**config.mk**
```make
export PLATFORM = sky130hd
export DESIGN_NAME = i2c_regtarget
export DESIGN_NICKNAME = d
export VERILOG_FILES = /design/src/rtl/i2ct_pkg.sv /design/src/rtl/i2ct_line_sync.sv /design/src/rtl/i2ct_regfile.sv /design/src/rtl/i2ct_target_fsm.sv /design/src/rtl/i2c_regtarget.sv
export SDC_FILE = /design/constraint.sdc
export NUM_CORES = 1
export LEC_CHECK = 0
export BUFFER_PORTS_ARGS = -buffer_cell sky130_fd_sc_hd__buf_2
export CORE_MARGIN = 2
export CORE_UTILIZATION = 35
export CTS_BUF_LIST = sky130_fd_sc_hd__clkbuf_8
export DETAILED_ROUTE_END_ITERATION = 16
export PLACE_DENSITY = 0.46
export SLEW_MARGIN = 20
export SYNTH_ARGS = -nofsm -noshare
export SYNTH_HDL_FRONTEND = slang
export SYNTH_SLANG_ARGS = --single-unit
```
**constraint.sdc**
```tcl
create_clock -name clk -period 2.4 [get_ports clk]
set_input_delay 0.12 -clock clk [delete_from_list [all_inputs] [get_ports clk]]
set_output_delay 0.12 -clock clk [all_outputs]
set_load 0.02 [all_outputs]
```
**src/rtl/i2ct_pkg.sv**
```systemverilog
package i2ct_pkg;
  localparam int BYTE_W = 8;
  localparam int CNT_W  = $clog2(BYTE_W + 1);

  typedef enum logic [2:0] {
    BS_IDLE,
    BS_RX,
    BS_RX_ACK,
    BS_TX,
    BS_TX_ACK
  } bus_state_t;

  typedef enum logic [1:0] {
    PH_ADDR,
    PH_CMD,
    PH_DATA
  } rx_phase_t;
endpackage

```
**src/rtl/i2ct_line_sync.sv**
```systemverilog
module i2ct_line_sync #(
  parameter int SYNC_STAGES = 2
) (
  input  logic clk,
  input  logic rst,
  input  logic scl_i,
  input  logic sda_i,
  output logic scl_s,
  output logic sda_s,
  output logic scl_rise,
  output logic scl_fall,
  output logic start_evt,
  output logic stop_evt
);
  logic [SYNC_STAGES-1:0] scl_ch;
  logic [SYNC_STAGES-1:0] sda_ch;
  logic scl_q;
  logic sda_q;

  // idle bus is high on both lines, so reset the chains to ones
  always_ff @(posedge clk) begin
    if (rst) begin
      scl_ch <= '1;
      sda_ch <= '1;
      scl_q  <= 1'b1;
      sda_q  <= 1'b1;
    end else begin
      scl_ch <= {scl_ch[SYNC_STAGES-2:0], scl_i};
      sda_ch <= {sda_ch[SYNC_STAGES-2:0], sda_i};
      scl_q  <= scl_ch[SYNC_STAGES-1];
      sda_q  <= sda_ch[SYNC_STAGES-1];
    end
  end

  assign scl_s     = scl_ch[SYNC_STAGES-1];
  assign sda_s     = sda_ch[SYNC_STAGES-1];
  assign scl_rise  = scl_s & ~scl_q;
  assign scl_fall  = ~scl_s & scl_q;
  assign start_evt = scl_s & scl_q & sda_q & ~sda_s;
  assign stop_evt  = scl_s & scl_q & ~sda_q & sda_s;
endmodule

```
**src/rtl/i2ct_regfile.sv**
```systemverilog
module i2ct_regfile #(
  parameter int REG_COUNT = 8,
  parameter int DATA_W    = 8,
  localparam int AW       = $clog2(REG_COUNT)
) (
  input  logic              clk,
  input  logic              a_we,
  input  logic [AW-1:0]     a_waddr,
  input  logic [DATA_W-1:0] a_wdata,
  input  logic [AW-1:0]     a_raddr,
  output logic [DATA_W-1:0] a_rdata,
  input  logic              b_we,
  input  logic [AW-1:0]     b_addr,
  input  logic [DATA_W-1:0] b_wdata,
  output logic [DATA_W-1:0] b_rdata
);
  logic [DATA_W-1:0] mem [REG_COUNT];

  // single write process; the bus side wins a same-cycle collision
  always_ff @(posedge clk) begin
    if (a_we) begin
      mem[a_waddr] <= a_wdata;
    end else if (b_we) begin
      mem[b_addr] <= b_wdata;
    end
  end

  always_ff @(posedge clk) begin
    a_rdata <= mem[a_raddr];
    b_rdata <= mem[b_addr];
  end
endmodule

```
**src/rtl/i2ct_target_fsm.sv**
```systemverilog
module i2ct_target_fsm
  import i2ct_pkg::*;
#(
  parameter int           PTR_W    = 3,
  parameter logic [6:0]   DEV_ADDR = 7'b1100100
) (
  input  logic              clk,
  input  logic              rst,
  input  logic              sda_s,
  input  logic              scl_rise,
  input  logic              scl_fall,
  input  logic              start_evt,
  input  logic              stop_evt,
  input  logic [BYTE_W-1:0] rd_data,
  output logic              sda_oe,
  output logic              wr_en,
  output logic [PTR_W-1:0]  wr_addr,
  output logic [BYTE_W-1:0] wr_data,
  output logic [PTR_W-1:0]  ptr,
  output logic              busy
);
  localparam logic [CNT_W-1:0] RX_FULL = CNT_W'(BYTE_W);
  localparam logic [CNT_W-1:0] TX_LAST = CNT_W'(BYTE_W - 1);

  bus_state_t        state;
  rx_phase_t         phase;
  logic [CNT_W-1:0]  bit_cnt;
  logic [BYTE_W-1:0] rx_sr;
  logic [BYTE_W-1:0] tx_sr;
  logic              rw;
  logic              mst_ack;

  assign busy = (state != BS_IDLE);

  always_ff @(posedge clk) begin
    if (rst) begin
      state   <= BS_IDLE;
      phase   <= PH_ADDR;
      bit_cnt <= '0;
      rx_sr   <= '0;
      tx_sr   <= '0;
      rw      <= 1'b0;
      mst_ack <= 1'b0;
      ptr     <= '0;
      sda_oe  <= 1'b0;
      wr_en   <= 1'b0;
      wr_addr <= '0;
      wr_data <= '0;
    end else begin
      wr_en <= 1'b0;
      if (start_evt) begin
        state   <= BS_RX;
        phase   <= PH_ADDR;
        bit_cnt <= '0;
        sda_oe  <= 1'b0;
      end else if (stop_evt) begin
        state  <= BS_IDLE;
        sda_oe <= 1'b0;
      end else begin
        unique case (state)
          BS_RX: begin
            if (scl_rise) begin
              rx_sr   <= {rx_sr[BYTE_W-2:0], sda_s};
              bit_cnt <= bit_cnt + 1'b1;
            end else if (scl_fall && bit_cnt == RX_FULL) begin
              bit_cnt <= '0;
              unique case (phase)
                PH_ADDR: begin
                  if (rx_sr[BYTE_W-1:1] == DEV_ADDR) begin
                    sda_oe <= 1'b1;
                    rw     <= rx_sr[0];
                    state  <= BS_RX_ACK;
                  end else begin
                    state <= BS_IDLE;
                  end
                end
                PH_CMD: begin
                  sda_oe <= 1'b1;
                  ptr    <= rx_sr[PTR_W-1:0];
                  state  <= BS_RX_ACK;
                end
                default: begin
                  sda_oe  <= 1'b1;
                  wr_en   <= 1'b1;
                  wr_addr <= ptr;
                  wr_data <= rx_sr;
                  ptr     <= ptr + 1'b1;
                  state   <= BS_RX_ACK;
                end
              endcase
            end
          end
          BS_RX_ACK: begin
            if (scl_fall) begin
              if (phase == PH_ADDR && rw) begin
                state   <= BS_TX;
                tx_sr   <= rd_data;
                sda_oe  <= ~rd_data[BYTE_W-1];
                bit_cnt <= '0;
              end else begin
                sda_oe <= 1'b0;
                state  <= BS_RX;
                phase  <= (phase == PH_ADDR) ? PH_CMD : PH_DATA;
              end
            end
          end
          BS_TX: begin
            if (scl_fall) begin
              if (bit_cnt == TX_LAST) begin
                sda_oe  <= 1'b0;
                bit_cnt <= '0;
                state   <= BS_TX_ACK;
              end else begin
                bit_cnt <= bit_cnt + 1'b1;
                tx_sr   <= {tx_sr[BYTE_W-2:0], 1'b0};
                sda_oe  <= ~tx_sr[BYTE_W-2];
              end
            end
          end
          BS_TX_ACK: begin
            if (scl_rise) begin
              mst_ack <= ~sda_s;
              if (!sda_s) ptr <= ptr + 1'b1;
            end else if (scl_fall) begin
              if (mst_ack) begin
                state   <= BS_TX;
                tx_sr   <= rd_data;
                sda_oe  <= ~rd_data[BYTE_W-1];
                bit_cnt <= '0;
              end else begin
                state <= BS_IDLE;
              end
            end
          end
          default: ;
        endcase
      end
    end
  end
endmodule

```
**src/rtl/i2c_regtarget.sv**
```systemverilog
module i2c_regtarget
  import i2ct_pkg::*;
#(
  parameter int         REG_COUNT   = 8,
  parameter int         SYNC_STAGES = 2,
  parameter logic [6:0] DEV_ADDR    = 7'b1100100,
  localparam int        PTR_W       = $clog2(REG_COUNT)
) (
  input  logic              clk,
  input  logic              rst,
  input  logic              scl_i,
  input  logic              sda_i,
  output logic              sda_oe,
  input  logic              host_we,
  input  logic [PTR_W-1:0]  host_addr,
  input  logic [BYTE_W-1:0] host_wdata,
  output logic [BYTE_W-1:0] host_rdata
);
  logic scl_s, sda_s, scl_rise, scl_fall, start_evt, stop_evt;
  logic bus_we, busy;
  logic [PTR_W-1:0]  bus_waddr, ptr;
  logic [BYTE_W-1:0] bus_wdata, bus_rdata;

  i2ct_line_sync #(.SYNC_STAGES(SYNC_STAGES)) sync_i (
    .clk(clk), .rst(rst), .scl_i(scl_i), .sda_i(sda_i),
    .scl_s(scl_s), .sda_s(sda_s), .scl_rise(scl_rise), .scl_fall(scl_fall),
    .start_evt(start_evt), .stop_evt(stop_evt)
  );

  i2ct_target_fsm #(.PTR_W(PTR_W), .DEV_ADDR(DEV_ADDR)) fsm_i (
    .clk(clk), .rst(rst), .sda_s(sda_s), .scl_rise(scl_rise), .scl_fall(scl_fall),
    .start_evt(start_evt), .stop_evt(stop_evt), .rd_data(bus_rdata),
    .sda_oe(sda_oe), .wr_en(bus_we), .wr_addr(bus_waddr), .wr_data(bus_wdata),
    .ptr(ptr), .busy(busy)
  );

  i2ct_regfile #(.REG_COUNT(REG_COUNT), .DATA_W(BYTE_W)) regs_i (
    .clk(clk),
    .a_we(bus_we), .a_waddr(bus_waddr), .a_wdata(bus_wdata),
    .a_raddr(ptr), .a_rdata(bus_rdata),
    .b_we(host_we), .b_addr(host_addr), .b_wdata(host_wdata), .b_rdata(host_rdata)
  );
endmodule

```
# After elaboration in Yosys (flattened, before gate mapping)
# Memory sizes are Yosys's and may differ from the RTL's. A register that Yosys moved wholly into a read port is not among the register bits.
# Cells that the tools add are included.
[totals] register_bits=48 ramBits=64 inputBits=16 out_inout_bits=9 wordCells=153 memories=1
[memory_table] memory="regs_i.mem" depth=8 word_bits=8 rd=2 rd_ports_with_merged_regs=2 wr=1 line="i2ct_regfile.sv:17" source="logic [DATA_W-1:0] mem [REG_COUNT];"
[classes] addsub=2 eq_ne=30 n_mux=60 bitwise_logic=20 n_reduce_logical=23
[ops] cell="$mux 7" count=7
[ops] cell="$mux 3" count=12
[ops] cell="$mux 4" count=9
[ops] cell="$reduce_and 8->1" count=3
[ops] cell="$pmux 7 s3" count=1
[ops] cell="$mux 1" count=20
[ops] cell="$ne 4x1->1 const B" count=5
[ops] cell="$reduce_and 9->1" count=2
[ops] cell="$ne 2x1->1 const B" count=8
[ops] cell="$pmux 4 s4" count=1
[ops] cell="$not 1->1" count=13
[ops] cell="$pmux 3 s2" count=2
[ops] cell="$pmux 3 s4" count=1
[ops] cell="$reduce_and 4->1" count=3
[ops] cell="$mux 2" count=5
[ops] cell="$ne 2x2->1 const B" count=5
[ops] cell="$reduce_and 10->1" count=1
[ops] cell="$mux 8" count=1
[ops] cell="$ne 4x4->1 const B" count=2
[ops] cell="$reduce_or 8->1" count=1
[ops] cell="$and 1x1->1" count=7
[ops] cell="$eq 7x7->1 const B" count=1
[ops] cell="$reduce_and 7->1" count=1
[ops] cell="$eq 3x2->1 const B" count=2
[ops] cell="20 further kinds" count=22

# Depth between registers and ports, before layout
# Gate-level depths: netlist of the first run.
[logic_depth] word_depth=8 depth_mapped=8 depth_no_buf=7

# Hierarchy
# A second synthesis of the first run with hierarchy kept.
[unflattened] cells_unflattened=428 area_unflattened_um2=5829.3
[by_module_without_submodules] mod="i2ct_regfile" n_inst=1 cells_each=173 area_per_inst_um2=3578.4 seq_area_each_um2=2242.2
[by_module_without_submodules] mod="i2ct_target_fsm" n_inst=1 cells_each=239 area_per_inst_um2=2060.7 seq_area_each_um2=840.8
[by_module_without_submodules] mod="i2ct_line_sync" n_inst=1 cells_each=16 area_per_inst_um2=190.2 seq_area_each_um2=120.1

# Worst setup path after synthesis of the first run
# Ideal clock, no wire load.
[synth_timing] path_type="flip-flop to flip-flop" startpoint="reg fsm_i.ptr[0]" endpoint="reg regs_i.a_rdata[0], read port of regs_i.mem" setup_time_ps=121 t_arrival_ps=1932 t_required_ps=2279 slack_ps=348 stages_incl_launch_ff=5 n_path_buf=2 synth_period_minus_slack_ps=2052 path_cell_list="dfxtp_1 > clkbuf_1 > buf_2 > mux4_2 > mux2_2"
[synth_rtl] element="from (decl)" line="i2ct_target_fsm.sv:19" source="output logic [PTR_W-1:0] ptr,"
[synth_rtl] element="from (signal assigned)" line="i2ct_target_fsm.sv:79" source="ptr <= rx_sr[PTR_W-1:0];"
[synth_rtl] element="from (signal assigned)" line="i2ct_target_fsm.sv:87" source="ptr <= ptr + 1'b1;"
[synth_rtl] element="from (signal assigned)" line="i2ct_target_fsm.sv:123" source="if (!sda_s) ptr <= ptr + 1'b1;"
[synth_rtl] element="to (decl)" line="i2ct_regfile.sv:11" source="output logic [DATA_W-1:0] a_rdata,"

# Final worst setup path of the first run
[layout_timing] startpoint="reg fsm_i.state[0]" endpoint="reg fsm_i.ptr[0]"
[layout_between] elab_chain_len=3 elab_cells_between_ends=10 classes_between="eq/ne: 7; mux: 1; reduce/logical: 2"
[layout_lines] element="from (decl)" line="i2ct_target_fsm.sv:25" source="bus_state_t state;"
[layout_lines] element="from (signal assigned)" line="i2ct_target_fsm.sv:37" source="state <= BS_IDLE;"
[layout_lines] element="from (signal assigned)" line="i2ct_target_fsm.sv:52" source="state <= BS_RX;"
[layout_lines] element="from (signal assigned)" line="i2ct_target_fsm.sv:57" source="state <= BS_IDLE;"
[layout_lines] element="$eq 3x3->1 or $eq 3x1->1 (tied branches)" line="i2ct_target_fsm.sv:60" source="unique case (state)"
[layout_lines] element="$ne 2x1->1 (no line) (tied with other cells)"
[layout_lines] element="$reduce_and 8->1 (no line)"
# Parallel ways exist; a longest one is shown, timed or not.
# A chain may end at the register's enable or synchronous reset.

==> results of run 1 <==
## power breakdown
group	internal [W]	switching, W	leakage, nW
registers	0.00234	0.0000176	1.11
logic	0.000105	0.000144	1.13
clock network	0.00116	0.000884	0.222
total	0.00360	0.00105	2.47
## path summary, 6_finish.rpt
check                                                  from                          end  slack (ps)  cells after the start
worst max-delay path            fsm_i.state[0]$_SDFFE_PP0P_    fsm_i.ptr[0]$_SDFFE_PP0P_         180                      5
worst min-delay path                           host_addr[2]    regs_i.b_rdata[6]$_DFF_P_          80                      3
worst min register to register  sync_i.sda_ch[0]$_SDFF_PP1_  sync_i.sda_ch[1]$_SDFF_PP1_         420                      1
worst max register to register  fsm_i.state[0]$_SDFFE_PP0P_    fsm_i.ptr[0]$_SDFFE_PP0P_         180                      5
## layer usage
metal	wire, um	global-route usage	part of all wire	vias up
met5	0	0	0	-
met4	57	0.0429	0.0042	0
met3	395	0.0440	0.029	4
met2	6880	0.275	0.51	55
met1	6180	0.216	0.46	1819
li1	-	-	-	1771
## kinds of logic after synthesis
group,after synthesis,share of synthesized area
adders and majority gates,3,0.00659
buffers and inverters,32,0.0237
xor gates and xnor gates,1,0.00154
AOI/OAI and AO/OA,53,0.0663
DFF,128,0.562
muxes,74,0.204
and+or+nand+nor,153,0.135
## area by class of cell
class	count	area, um^2
Tap cell	216	270
Clock inverter	14	191
Fill cell	1529	9240
Clock buffer	18	248
Timing Repair Buffer	53	345
Inverter	6	22.5
Sequential cell	128	3200
Multi-Input combinational cell	284	2360
## through the flow
step                cell area [um^2]  hold slack [ps]  worst slack (ps)  cells  total power (W)
floorplan                       5700              224               348    444          0.00256
global placement                6170              307               228    684          0.00265
detailed placement              6170              307               218    684          0.00265
CTS                             6640             45.4               196    719          0.00472
global route                    6640             62.8              50.2    719          0.00484
finish                          6640             75.1               182    719          0.00465
## what timing repair did
| action | in CTS | in global routing |
|---|---|---|
| setup endpoints to repair | 0 | 0 |
| hold buffers | 3 | 0 |
| endpoints found under the hold margin | 3 | 0 |
## worst max-delay path, cell delays in order (launching register included)
cell	delay (ps)
dfxtp_1	580
inv_1	160
o22a_1	240
or4_1	630
or3_1	390
a31oi_1	150
## placed cells by master (no fill, tap or decap), drive strengths merged, types with 12 or more instances in the layout
cell and instances:
mux4 32, a21oi 12, dfxtp 64, clkbuf 18, mux2i 23, nor2 46, buf 50, edfxtp 64
mux2 19, nand2 39
## flip-flops by register name, summed over array words and instances, names as in the netlist, 2 cells and up
name	flops
sync_i.scl_ch	2
fsm_i.phase	2
fsm_i.tx_sr	7
fsm_i.rx_sr	8
fsm_i.wr_data	8
sync_i.sda_ch	2
fsm_i.wr_addr	3
regs_i.b_rdata	8
fsm_i.ptr	3
regs_i.a_rdata	8
fsm_i.bit_cnt	4
fsm_i.state	3
regs_i.mem	64
==> results_dict.tcl, run 1 <==
set metrics [dict create \
    cts-root-buf "clkbuf_8" \
    synth_top_cell_by_area "edfxtp_1" \
    path_class "flop to flop" \
    synthArstFlopShare 0 \
    ys_ff_latch 128 \
    wirelength_um 13500 \
    fin_nets 509 \
    drive_above_1_share 0.292 \
    critPathLaunchType "flop" \
    finalHoldViolCount 0 \
    first_pass_iters 4 \
    start_util 0.359 \
    io_pins 25 \
    clkSinkCount 128 \
    relSlewSlack 0.347 \
    post_synth_num_cell_types 57 \
    max_freq_mhz 451 \
    yosys_warnings 0 \
    setup_viol 0 \
    routed_via_density 5.08 \
    period_share 0.924 \
    syn_inst 444 \
    grt_max_degree 32 \
    io_buffer_count 24 \
    cap_violations 0 \
    clk_pin_slew_worst_paths_ps 80 \
    final-max-slew-violation-count 0 \
    cts_inserted_buffers 17 \
    vdd_ir_drop_max_mv 0.610 \
    worst_pin_slew_ps 976 \
    clk_path_buf_depth 2 \
    cp_max_fo 14 \
    cts_resized 0 \
    grt_overflow_total 0 \
    endpoint_kind "flop" \
    netlist_top_cells_count "dfxtp_1 (64), edfxtp_1 (64), nor2_1 (46)" \
    min_path_type "input port to flop" \
    synth_top_area_share 0.337 \
    cts_tree "done" \
    outcome "finished clean" \
    post-dp-hpwl_um 9170 \
    setup_tns_ps 0 \
    rows 46 \
    skew_ps 9.28 \
    grt_usage 0.166 \
    final_core_util 0.418 \
    gp_congestion 0.814 \
    die-width_um 132 \
    grt_pass1_wl_um 21500 \
    syn-cell-area_um2 5700 \
    post-route-min-period_ps 2220 \
    drcViolationCount 0 \
    n_antenna_cell 0 \
    synth_area_per_cell_um2 12.8 \
    antenna_found_initial 0 \
    synth_ff_type "edfxtp_1" \
    insertion_delay_ps 430 \
    area_growth_pct 16.5 \
    die_h_um 132 \
    grt_pass1_vias 3736 \
    syn_nets 463 \
    crit_required_ps 2760 \
    power.density_nw_per_um2 700 \
    route.vias.total 3649 \
    leakage_nw 2.47 \
    synth-seq-area-share 0.562 \
    die_area_um2 17300 \
    core_area_um2 15900 \
    cts_max_level 4 \
    drtIter0Drc 237 \
    rsz0062_at_grt "no" \
    drtAntennaViolNets 0 \
    worstPathArrival_ps 2580 \
    synth_area_leaders "edfxtp_1 (34%), dfxtp_1 (22%), mux4_2 (13%)" \
    postCtsSetupBuffers 0 \
    synth_edf_count 64 \
    wl_per_cell_um 18.8 \
]
No activity file was read; power rests on OpenSTA's default activity.
==> run 2: changes to the inputs <==
Settings changed: CORE_MARGIN 2 to default.
==> run 2 against run 1 <==
Net effect: first-iteration DRC count fell by 2.5%; largest cell class unchanged; flip-flop and latch count did not move; routed wire length fell by 3.3%; critical path type unchanged; highest routed layer unchanged.
==> results_dict.tcl, run 2 (synthesis results as in run 1) <==
set metrics [dict create \
    post-dp-hpwl_um 8890 \
    vdd_ir_drop_max_mv 0.378 \
    drtIter0Drc 231 \
    top_register "regs_i.mem" \
    crit_required_ps 2750 \
    grt_pass1_vias 3670 \
    worstHoldStart "host_addr[2]" \
    p_seq_frac 0.502 \
    grt_pass1_wl_um 20600 \
    leakage_nw 2.48 \
    path_class "flop to flop" \
    post-route-min-period_ps 2220 \
    setup_viol 0 \
    io_pins 25 \
    clk_pin_slew_worst_paths_ps 70 \
    critPathSlowestCell "or4_1" \
    die_area_um2 16800 \
    fin_nets 508 \
    grt_usage 0.171 \
    outcome "finished clean" \
    gp_congestion 0.842 \
    finalHoldViolCount 0 \
    die_h_um 130 \
    grt_overflow_total 0 \
    final-max-slew-violation-count 0 \
    cts_tree "done" \
    worst_hold_path.endpoint "regs_i.b_rdata[6]$_DFF_P_" \
    cp_max_fo 16 \
    wirelength_um 13100 \
    power.internal_w 0.00369 \
    postCtsSetupBuffers 0 \
    pwr-share-comb 0.052 \
    cts_inserted_buffers 17 \
    insertion_delay_ps 440 \
    route.vias.total 3625 \
    power.switching_w 0.00101 \
    endpoint_kind "flop" \
    period_share 0.926 \
    setup_tns_ps 0 \
    routed_via_density 5.05 \
    relSlewSlack 0.338 \
    antenna_found_initial 0 \
    max_stage_delay_ps 630 \
    start_util 0.359 \
    first_pass_iters 5 \
    core_area_um2 15900 \
    worst_pin_slew_ps 990 \
    drcViolationCount 0 \
    cts-root-buf "clkbuf_8" \
    io_buffer_count 24 \
    drtAntennaViolNets 0 \
    wl_per_cell_um 18.2 \
    die-width_um 130 \
    final_cells 718 \
    min_path_type "input port to flop" \
    crit_chain "nand4bb_1 > o22a_1 > or4_1 > or3_1 > a31oi_1" \
    power.density_nw_per_um2 707 \
    n_antenna_cell 0 \
    area_growth_pct 16.5 \
    clkSinkCount 128 \
    largest_reg_flops 64 \
    reg2regPathDepth 5 \
    hold_depth 3 \
    clk_path_buf_depth 2 \
    dpl.cell_count 684 \
    grt_max_degree 44 \
    r2r_slack_ps 180 \
    cap_violations 0 \
    rows 46 \
    reg2reg_to "fsm_i.ptr[0]$_SDFFE_PP0P_" \
    clkPwrFrac 0.447 \
    final_cell_mix "dfxtp_1 (64), edfxtp_1 (64), nor2_1 (46)" \
    drive_above_1_share 0.289 \
    skew_ps 18.1 \
    max_freq_mhz 450 \
    switching_share 0.214 \
    rr_startpoint "fsm_i.state[2]$_SDFFE_PP0P_" \
    worstPathArrival_ps 2580 \
    critPathLaunchType "flop" \
    rsz0062_at_grt "no" \
    cts_max_level 4 \
]
## run 2: metal layers
| layer | up-vias | wire, um | GRT usage |
|---|---|---|---|
| li1 | 1768 | - | - |
| met1 | 1768 | 5940 | 0.217 |
| met2 | 81 | 6450 | 0.284 |
| met3 | 8 | 539 | 0.0421 |
| met4 | 0 | 141 | 0.0629 |
| met5 | - | 0 | 0 |
## run 2: worst max-delay path by stage
| stage | start | slack [ps] | cells past startpoint | to |
|---|---|---|---|---|
| detailed placement | fsm_i.state[2]$_SDFFE_PP0P_ | 200 | 5 | fsm_i.ptr[0]$_SDFFE_PP0P_ |
| global route | fsm_i.state[2]$_SDFFE_PP0P_ | 40 | 5 | fsm_i.ptr[0]$_SDFFE_PP0P_ |
| floorplan | fsm_i.ptr[0]$_SDFFE_PP0P_ | 350 | 4 | regs_i.a_rdata[0]$_DFF_P_ |
| CTS | fsm_i.state[2]$_SDFFE_PP0P_ | 170 | 5 | fsm_i.ptr[0]$_SDFFE_PP0P_ |
| global placement | fsm_i.state[2]$_SDFFE_PP0P_ | 250 | 5 | fsm_i.ptr[0]$_SDFFE_PP0P_ |
| finish | fsm_i.state[2]$_SDFFE_PP0P_ | 180 | 5 | fsm_i.ptr[0]$_SDFFE_PP0P_ |
## run 2: worst max-delay path, delay by kind of cell, from the launching register on
kind / cells / cell delay (ps)
and+or+nand+nor: 3 / 1180
AOI/OAI and AO/OA: 2 / 360
DFF: 1 / 610
## run 2: stage by stage
step	hold slack, ps	instance area (um^2)	util	total power, W	setup WS, ps
after detailed placement	312	6170	0.389	0.00265	196
after floorplan	224	5700	-	0.00256	348
after CTS	32.7	6640	0.418	0.00476	174
final	67.5	6640	0.418	0.00470	177
after global placement	307	6170	0.389	0.00265	254
after global routing	49.4	6640	0.418	0.00487	42.4
## run 2: power by group through the flow
stage	Clock [W]	Combinational, W	Sequential [W]
3_5_place_dp	0	0.000247	0.00240
2_1_floorplan	0	0.000144	0.00241
4_1_cts	0.00216	0.000250	0.00236
6_report	0.00210	0.000243	0.00236
5_1_grt	0.00224	0.000267	0.00236
3_3_place_gp	0	0.000247	0.00240
## run 2: final cells by class
| type | instances | area [um^2] |
|---|---|---|
| inverters | 6 | 22.5 |
| repair buffers | 52 | 335 |
| flip-flops and latches | 128 | 3200 |
| clock buffers | 18 | 248 |
| well taps | 216 | 270 |
| multi-input cells | 284 | 2360 |
| fillers | 1517 | 9250 |
| clock inverters | 14 | 200 |
## run 2: what timing repair did
| item | in CTS | in global routing |
|---|---|---|
| gates resized for setup | 0 | 0 |
| endpoints found under the hold margin | 2 | 0 |
| hold buffers | 2 | 0 |
